<file path="config.mk">
export PLATFORM = sky130hd
export DESIGN_NAME = trip_prog_detector
export DESIGN_NICKNAME = d
export VERILOG_FILES = /design/src/rtl/tpd_pkg.sv /design/src/rtl/tpd_line_cond.sv /design/src/rtl/tpd_byte_rx.sv /design/src/rtl/tpd_frame_fsm.sv /design/src/rtl/trip_prog_detector.sv
export SDC_FILE = /design/constraint.sdc
export NUM_CORES = 1
export LEC_CHECK = 0
export BUFFER_PORTS_ARGS = -buffer_cell sky130_fd_sc_hd__buf_4
export CAP_MARGIN = 10
export CORE_MARGIN = 10
export CORE_UTILIZATION = 43
export DETAILED_ROUTE_END_ITERATION = 12
export PLACE_DENSITY = 0.71
export SLEW_MARGIN = 20
export SYNTH_ARGS = -nofsm -noshare
export SYNTH_HDL_FRONTEND = slang
export SYNTH_SLANG_ARGS = --single-unit
export TNS_END_PERCENT = 30
</file>
<file path="constraint.sdc">
create_clock -name clk_i -period 1.8 [get_ports clk_i]
set_clock_uncertainty 0.15 [all_clocks]
set_input_delay 0.36 -clock clk_i [delete_from_list [all_inputs] [get_ports clk_i]]
set_output_delay 0.36 -clock clk_i [all_outputs]
set_load 0.1 [all_outputs]
</file>
<file path="src/rtl/tpd_pkg.sv">
package tpd_pkg;
  typedef enum logic [2:0] {
    ST_IDLE, ST_DEV, ST_AHI, ST_ALO, ST_DATA, ST_FULL, ST_BAD
  } frame_st_e;

  typedef enum logic {OP_SET, OP_CLR} trip_op_e;
endpackage

</file>
<file path="src/rtl/tpd_line_cond.sv">
module tpd_line_cond (
  input  logic clk_i,
  input  logic rst_ni,
  input  logic scl_i,
  input  logic sda_i,
  output logic start_o,
  output logic stop_o,
  output logic rise_o,
  output logic fall_o
);
  logic scl_q, sda_q;

  always_ff @(posedge clk_i or negedge rst_ni) begin
    if (!rst_ni) begin
      scl_q <= 1'b1;
      sda_q <= 1'b1;
    end else begin
      scl_q <= scl_i;
      sda_q <= sda_i;
    end
  end

  assign start_o = scl_q & scl_i & sda_q & ~sda_i;
  assign stop_o  = scl_q & scl_i & ~sda_q & sda_i;
  assign rise_o  = ~scl_q & scl_i;
  assign fall_o  = scl_q & ~scl_i;
endmodule

</file>
<file path="src/rtl/tpd_byte_rx.sv">
module tpd_byte_rx #(
  parameter int BYTE_W = 8
) (
  input  logic              clk_i,
  input  logic              rst_ni,
  input  logic              start_i,
  input  logic              stop_i,
  input  logic              rise_i,
  input  logic              fall_i,
  input  logic              sda_i,
  input  logic              ack_ok_i,
  output logic [BYTE_W-1:0] byte_o,
  output logic              byte_done_o,
  output logic              ack_o
);
  localparam int CW = $clog2(BYTE_W + 2);
  localparam logic [CW-1:0] LAST_BIT = CW'(BYTE_W - 1);
  localparam logic [CW-1:0] ACK_SLOT = CW'(BYTE_W);
  localparam logic [CW-1:0] ACK_HOLD = CW'(BYTE_W + 1);

  logic [CW-1:0]     cnt_q;
  logic [BYTE_W-1:0] sh_q;
  logic              active_q, done_q, ack_q;

  always_ff @(posedge clk_i or negedge rst_ni) begin
    if (!rst_ni) begin
      cnt_q    <= '0;
      sh_q     <= '0;
      active_q <= 1'b0;
      done_q   <= 1'b0;
      ack_q    <= 1'b0;
    end else begin
      done_q <= 1'b0;
      if (start_i) begin
        cnt_q    <= '0;
        active_q <= 1'b1;
        ack_q    <= 1'b0;
      end else if (stop_i) begin
        cnt_q    <= '0;
        active_q <= 1'b0;
        ack_q    <= 1'b0;
      end else if (active_q) begin
        if (rise_i && cnt_q < ACK_SLOT) begin
          sh_q   <= {sh_q[BYTE_W-2:0], sda_i};
          cnt_q  <= cnt_q + 1'b1;
          done_q <= (cnt_q == LAST_BIT);
        end else if (fall_i && cnt_q == ACK_SLOT) begin
          ack_q <= ack_ok_i;
          cnt_q <= ACK_HOLD;
        end else if (fall_i && cnt_q == ACK_HOLD) begin
          ack_q <= 1'b0;
          cnt_q <= '0;
        end
      end
    end
  end

  assign byte_o      = sh_q;
  assign byte_done_o = done_q;
  assign ack_o       = ack_q;
endmodule

</file>
<file path="src/rtl/tpd_frame_fsm.sv">
module tpd_frame_fsm
  import tpd_pkg::*;
#(
  parameter int              BYTE_W   = 8,
  parameter logic [BYTE_W-1:0] DEV_BYTE = 8'hA0,
  parameter logic [BYTE_W-1:0] AHI_BYTE = 8'h00,
  parameter logic [BYTE_W-1:0] SET_LO   = 8'h01,
  parameter logic [BYTE_W-1:0] CLR_LO   = 8'h03,
  parameter logic [BYTE_W-1:0] DAT_BYTE = 8'h00
) (
  input  logic              clk_i,
  input  logic              rst_ni,
  input  logic              start_i,
  input  logic              stop_i,
  input  logic              byte_done_i,
  input  logic [BYTE_W-1:0] byte_i,
  input  logic              wel_i,
  input  logic              hv_wp_i,
  input  logic              done_i,
  output logic              ack_ok_o,
  output logic              set_req_o,
  output logic              clr_req_o,
  output logic              busy_o
);
  frame_st_e state_q, nxt;
  trip_op_e  op_q, nop;
  logic      acc, ack_ok_q, set_q, clr_q, busy_q, fire;

  always_comb begin
    nxt = ST_BAD;
    nop = op_q;
    acc = 1'b0;
    unique case (state_q)
      ST_DEV:  if (byte_i == DEV_BYTE) begin nxt = ST_AHI; acc = 1'b1; end
      ST_AHI:  if (byte_i == AHI_BYTE) begin nxt = ST_ALO; acc = 1'b1; end
      ST_ALO: begin
        if (byte_i == SET_LO) begin
          nxt = ST_DATA; nop = OP_SET; acc = 1'b1;
        end else if (byte_i == CLR_LO) begin
          nxt = ST_DATA; nop = OP_CLR; acc = 1'b1;
        end
      end
      ST_DATA: if (byte_i == DAT_BYTE) begin nxt = ST_FULL; acc = 1'b1; end
      default: nxt = ST_BAD;
    endcase
  end

  // programming only starts at the STOP that closes a full frame
  assign fire = stop_i && state_q == ST_FULL && wel_i && hv_wp_i && !busy_q;

  always_ff @(posedge clk_i or negedge rst_ni) begin
    if (!rst_ni) begin
      state_q  <= ST_IDLE;
      op_q     <= OP_SET;
      ack_ok_q <= 1'b0;
      set_q    <= 1'b0;
      clr_q    <= 1'b0;
      busy_q   <= 1'b0;
    end else begin
      set_q <= fire && op_q == OP_SET;
      clr_q <= fire && op_q == OP_CLR;
      if (fire)                      busy_q <= 1'b1;
      else if (done_i && !hv_wp_i)   busy_q <= 1'b0;
      if (start_i) begin
        state_q  <= (state_q == ST_IDLE) ? ST_DEV : ST_BAD;
        ack_ok_q <= 1'b0;
      end else if (stop_i) begin
        state_q  <= ST_IDLE;
        ack_ok_q <= 1'b0;
      end else if (byte_done_i) begin
        state_q  <= nxt;
        op_q     <= nop;
        ack_ok_q <= acc;
      end
    end
  end

  assign ack_ok_o  = ack_ok_q;
  assign set_req_o = set_q;
  assign clr_req_o = clr_q;
  assign busy_o    = busy_q;
endmodule

</file>
<file path="src/rtl/trip_prog_detector.sv">
module trip_prog_detector #(
  parameter int BYTE_W = 8
) (
  input  logic clk_i,
  input  logic rst_ni,
  input  logic scl_i,
  input  logic sda_i,
  input  logic wel_i,
  input  logic hv_wp_i,
  input  logic done_i,
  output logic ack_o,
  output logic set_req_o,
  output logic clr_req_o,
  output logic busy_o
);
  logic start, stop, rise, fall, byte_done, ack_ok;
  logic [BYTE_W-1:0] rx_byte;

  tpd_line_cond u_cond (
    .clk_i, .rst_ni, .scl_i, .sda_i,
    .start_o(start), .stop_o(stop), .rise_o(rise), .fall_o(fall)
  );

  tpd_byte_rx #(.BYTE_W(BYTE_W)) u_rx (
    .clk_i, .rst_ni,
    .start_i(start), .stop_i(stop), .rise_i(rise), .fall_i(fall),
    .sda_i, .ack_ok_i(ack_ok),
    .byte_o(rx_byte), .byte_done_o(byte_done), .ack_o
  );

  tpd_frame_fsm #(.BYTE_W(BYTE_W)) u_fsm (
    .clk_i, .rst_ni,
    .start_i(start), .stop_i(stop),
    .byte_done_i(byte_done), .byte_i(rx_byte),
    .wel_i, .hv_wp_i, .done_i,
    .ack_ok_o(ack_ok), .set_req_o, .clr_req_o, .busy_o
  );
endmodule

</file>
; ---- Word level (Yosys, flattened, before mapping)
; Index checks and enable logic that the tools add are counted.
[word_totals]
reg_bits = 25
word_cells = 107
[classes]
addsub = 1
n_lt_le_gt_ge = 1
n_eq_ne = 12
mux = 40
bitwise = 14
reduce_logical = 26
[ops]
columns = cell, count
row1 = $mux W4, 6
row2 = $mux W1, 23
row3 = $mux W3, 7
row4 = $pmux W3 S4, 1
row5 = $logic_and A1 B1 Y1, 10
row6 = $eq A4 B4 Y1 const B, 2
row7 = $eq A8 B1 Y1 const B, 1
row8 = $eq A8 B2 Y1 const B, 1
row9 = $eq A8 B8 Y1 const B, 1
row10 = $logic_not A8 Y1, 1
row11 = $and A1 B1 Y1, 7
row12 = $not A1 Y1, 7
row13 = $eq A3 B2 Y1 const B, 2
row14 = $eq A3 B3 Y1 const B, 2
row15 = $reduce_bool A2 Y1, 3
row16 = $reduce_bool A3 Y1, 2
row17 = $reduce_and A5 Y1, 1
row18 = $reduce_bool A5 Y1, 1
row19 = $add A4 B1 Y4 const B, 1
row20 = $eq A4 B3 Y1 const B, 1
row21 = $lt A4 B4 Y1 const B, 1
row22 = $mux W2, 2
row23 = $reduce_and A4 Y1, 1
row24 = $reduce_bool A4 Y1, 1
row25 = 8 further kinds, 9

; ---- Logic depth before layout (Yosys ltp)
[depth]
ltp_word = 9
mapped_depth = 5

; ---- By module
; Synthesis repeated with hierarchy kept, for this count alone.
[unflattened]
hier_cells = 121
hier_area_um2 = 1401.3
[by_module_without_submodules]
columns = mod, n_inst, cells_per_inst, area_per_inst_um2, seq_area_each_um2
row1 = tpd_byte_rx, 1, 60, 769.5, 375.4
row2 = tpd_frame_fsm, 1, 55, 544.3, 200.2
row3 = tpd_line_cond, 1, 6, 87.6, 52.6

; ---- Worst setup path before layout
; Ideal clock, no wire load.
[synth_path]
kind = register to register
startpoint = reg u_fsm.busy_q, in the netlist u_fsm.busy_o
endpoint = reg u_fsm.clr_q, in the netlist u_fsm.clr_req_o
setup_time_ns = 0.072
arrival_ns = 1.768
required_time_ns = 1.578
setup_slack_ns = -0.191
stages_incl_launch_ff = 4
path_buffers = 0
cell_sequence = dfrtp_1 or4b_1 or3_1 nor2_1
[synth_between]
elab_chain_len = 3
[synth_rtl]
columns = element, line
row1 = from (decl), tpd_frame_fsm.sv:27  ; logic acc, ack_ok_q, set_q, clr_q, busy_q, fire;
row2 = from (signal assigned), tpd_frame_fsm.sv:58  ; busy_q <= 1'b0;
row3 = from (signal assigned), tpd_frame_fsm.sv:62  ; if (fire) busy_q <= 1'b1;
row4 = from (signal assigned), tpd_frame_fsm.sv:63  ; else if (done_i && !hv_wp_i) busy_q <= 1'b0;
row5 = $logic_not A1 Y1, tpd_frame_fsm.sv:49  ; assign fire = stop_i && state_q == ST_FULL && wel_i && hv_wp_i && !busy_q;
row6 = $logic_and A1 B1 Y1, tpd_frame_fsm.sv:49
row7 = $logic_and A1 B1 Y1, tpd_frame_fsm.sv:61  ; clr_q <= fire && op_q == OP_CLR;
row8 = to (signal assigned), tpd_frame_fsm.sv:57  ; clr_q <= 1'b0;
row9 = to (signal assigned), tpd_frame_fsm.sv:61
row10 = to (decl), tpd_frame_fsm.sv:27
; No other way between the ends.
; A chain may end at the register's enable or synchronous reset.

; ---- Worst setup path after layout
[layout_path]
startpoint = reg u_rx.sh_q[5], in the netlist u_rx.byte_o[5]
endpoint = reg u_fsm.state_q[2]
[layout_between]
elab_chain_len = 6
[layout_rtl]
columns = element, line
row1 = from (decl), tpd_byte_rx.sv:22  ; logic [BYTE_W-1:0] sh_q;
row2 = from (signal assigned), tpd_byte_rx.sv:44  ; sh_q <= {sh_q[BYTE_W-2:0], sda_i};
row3 = $eq A8 B8 Y1 or $logic_not A8 Y1 (tied branches), "tpd_frame_fsm.sv:34, tpd_frame_fsm.sv:35"
row4 = "$mux W3, on equally long branches", "tpd_frame_fsm.sv:34, tpd_frame_fsm.sv:35"
row5 = $pmux W3 S4 *, tpd_frame_fsm.sv:33  ; unique case (state_q)
row6 = $mux W3 *, tpd_frame_fsm.sv:70  ; end else if (byte_done_i) begin
row7 = $mux W3 *, tpd_frame_fsm.sv:67  ; end else if (stop_i) begin
row8 = $mux W3 *, tpd_frame_fsm.sv:64  ; if (start_i) begin
row9 = to (signal assigned), tpd_frame_fsm.sv:65  ; state_q <= (state_q == ST_IDLE) ? ST_DEV : ST_BAD;
row10 = to (signal assigned), tpd_frame_fsm.sv:71  ; state_q <= nxt;
row11 = to (decl), tpd_frame_fsm.sv:25  ; frame_st_e state_q, nxt;
; Every way passes the cells marked *; elsewhere a longest branch is shown, timed or not. The select of a mux whose other input is x is not followed.

==> results by group <==
Clock tree
  • Num CTS Buffers: 3
  • Clk buf depth: 2
  • CTS tree: built
  • Clk root buf: clkbuf_4
  • Worst skew pair latency: 330 ps
  • CTS clk-pin slew, worst paths: 130 ps
  • CTS Sinks: 25
  • CTS HTree Levels: 1

Synthesis
  • #FFs+latches synth: 25
  • Post-synth top flop: dfrtp_1
  • Sequential-to-total area share from yosys stat: 0.476
  • Top cell type by total area after synthesis: dfrtp_1
  • Number of synthesized flops with an enable pin: 0
  • Most numerous cell in the Yosys netlist: dfrtp_1
  • Synth top area cells: dfrtp_1 (44%), mux2_2 (6.8%), dfstp_2 (4.0%)
  • Syn. warnings: 0
  • Post-Syn Instances: 119
  • Cell variety after synth: 49
  • Most instantiated cells after synthesis: dfrtp_1 (23), mux2_2 (8), nand2_1 (8)
  • FFs w/ async S/R, synth: 1.00
  • Synth Area per Inst: 11.1 um^2
  • Synthesized cell area: 1320 um^2
  • Share of the synthesized area in the top cell type: 0.436
  • Mapped Nets: 129

STA
  • Final Max Tran Viols: 0
  • Slew at the pin with the worst max-slew slack: 469 ps
  • Highest Clock Rate: 526 MHz
  • Final TNS setup: -338 ps
  • Post-route clock period utilization: 1.06
  • Setup ws final: -102 ps
  • Fin crit period: 1900 ps
  • Hold Vio Cnt, Final: 0
  • Unrepaired setup endpoints after global routing: yes
  • Max-slew headroom: 0.685
  • Final setup vio count: 5

Layout
  • Share of cells above drive strength 1: 0.458
  • Nets: 166
  • Antenna cells: 0
  • Final Non-Filler Cells: 188
  • Layout area overhead: 33.6%
  • Design Area, Final: 1760 um^2

Floorplanning
  • Num ports: 11
  • # rows: 20
  • Die area: 5680 um^2
  • Overall die width: 75.4 um
  • Placeable Area: 3000 um^2
  • Initial core utilization: 0.439
  • Chip Height: 75.4 um

Power
  • Pleak: 0.778 nW
  • Maximum VDD drop: 418 uV
  • Power Density: 1200 nW/um^2

Global route
  • Initial antenna violation count: 0
  • GR peak layer: met2
  • First-pass GRT wire length: 5.19 mm
  • Total gr overflow: 0
  • Met1 Use GR: 0.135
  • Met2 usage: 0.203
  • Vias in the first global route: 1124
  • Met3 GRT Util: 0.0169
  • GRT Resource Usage Total: 0.118
  • Largest net degree at the start of global routing: 26

Route
  • Drt pass-1 iters: 4
  • Vias post-DR: 1116
  • Routed WL per cell: 16.9 um
  • Post-route ant nets: 0
  • Final WL: 3.18 mm
  • Initial drt markers: 186
  • Number of remaining DRC errors: 0
  • Vias/cell: 5.94

Setup path
  • Setup CP Type: flop to flop
  • Worst endpoint required time: 1880 ps
  • Crit-path max FO: 4
  • Crit path DAT: 1980 ps
  • CP startpoint kind: flop
  • CP Capture Type: flop

Run
  • Max-cap violations: 0

Placement
  • Number of port buffers: 10
  • Placed cell count: 178
  • Cell Area, Placed: 1570 um^2
  • Pre-CTS WS: -156 ps
  • HPWL after DPL: 2.16 mm
  • GPL Wtd Cong: 0.834

Status
  • Failing checks: setup timing
  • Outcome: finished with violations

Hold path
  • HP Class: input port to flop
[flip-flops by register name, summed over array words and instances, names as in the netlist]
| name | cells |
|---|---|
| u_cond.sda_q | 1 |
| u_rx.byte_o | 8 |
| u_fsm.ack_ok_o | 1 |
| u_fsm.set_req_o | 1 |
| u_rx.byte_done_o | 1 |
| u_cond.scl_q | 1 |
| u_fsm.clr_req_o | 1 |
| u_rx.cnt_q | 4 |
| u_rx.active_q | 1 |
| u_rx.ack_o | 1 |
| u_fsm.busy_o | 1 |
| u_fsm.state_q | 3 |
| u_fsm.op_q | 1 |
[cells in the final DEF, fill, tap and decap left out, types with 3 or more instances in the layout]
cell type	synthesis	layout
buf_4	0	32
dfrtp_1	23	22
nand2_1	8	8
mux2_2	8	8
inv_1	6	6
nor4_4	1	4
buf_6	0	4
nand3_1	3	3
o21ai_0	5	3
ha_1	3	3
clkbuf_4	0	3
[logic make-up (layout without fill, tap and decap cells)]
group                      Yosys count  after routing  synth area share
and+or+nand+nor                     45             45             0.225
DFF                                 25             25             0.476
AOI/OAI and AO/OA                   23             23             0.137
buffers and inverters               11             47            0.0332
muxes                               10             10            0.0873
adders and majority gates            3              3            0.0285
xor gates and xnor gates             2              2            0.0133
[routing by layer]
| layer | vias up | part of all wire |
|---|---|---|
| met5 | - | 0 |
| met3 | 4 | 0.045 |
| li1 | 520 | - |
| met4 | 0 | 0.027 |
| met2 | 32 | 0.51 |
| met1 | 560 | 0.41 |
[worst max-delay path: stages (launching register included)]
cell	delay, ps
dfrtp_1	400
or4_4	560
buf_6	160
nor4_2	260
nor3_1	80
o22a_1	180
[what timing repair did]
item / CTS / global route
endpoints found under the setup margin: 6 / 21
pin swaps: 4 / 3
hold buffers: 1 / 0
hold endpoints to repair: 23 / 0
buffers inserted: 3 / 2
gates resized for setup: 8 / 15
[power breakdown]
part,leakage [nW],switching (W),internal (W)
combinational,0.451,0.000460,0.000562
clock,0.0150,0.000167,0.0000872
sequential,0.312,0.000127,0.000703
[final cells by class]
type | count | area (um^2)
fill | 231 | 1240
multi-input combinational | 83 | 747
sequential | 25 | 629
timing repair buffer | 37 | 295
tap | 33 | 41.3
clock buffer | 4 | 26.3
inverter | 6 | 22.5
[path summary, 6_finish.rpt]
| kind | startpoint | to | slack, ps | cells after the start |
|---|---|---|---|---|
| min in group asynchronous | rst_ni | u_rx.cnt_q[3] | 300 | 2 |
| worst min register to register | u_fsm.op_q | u_fsm.set_req_o | 330 | 1 |
| max in group asynchronous | rst_ni | u_cond.sda_q | 920 | 2 |
| worst min-delay path | scl_i | u_cond.scl_q | 30 | 1 |
| worst max-delay path | u_rx.byte_o[5] | u_fsm.state_q[2] | -100 | 5 |
| worst max register to register | u_rx.byte_o[5] | u_fsm.state_q[2] | -100 | 5 |
[per-stage QoR]
step / power (W) / hold WS (ps) / utilization
3_5_place_dp: 0.00162 / 124 / 0.524
4_1_cts: 0.00198 / 16.3 / 0.556
2_1_floorplan: 0.00126 / -85.6 / -
5_1_grt: 0.00225 / 5.37 / 0.587
6_report: 0.00211 / 25.6 / 0.587
3_3_place_gp: 0.00157 / 122 / 0.524
No activity file was read; power rests on OpenSTA's default activity.
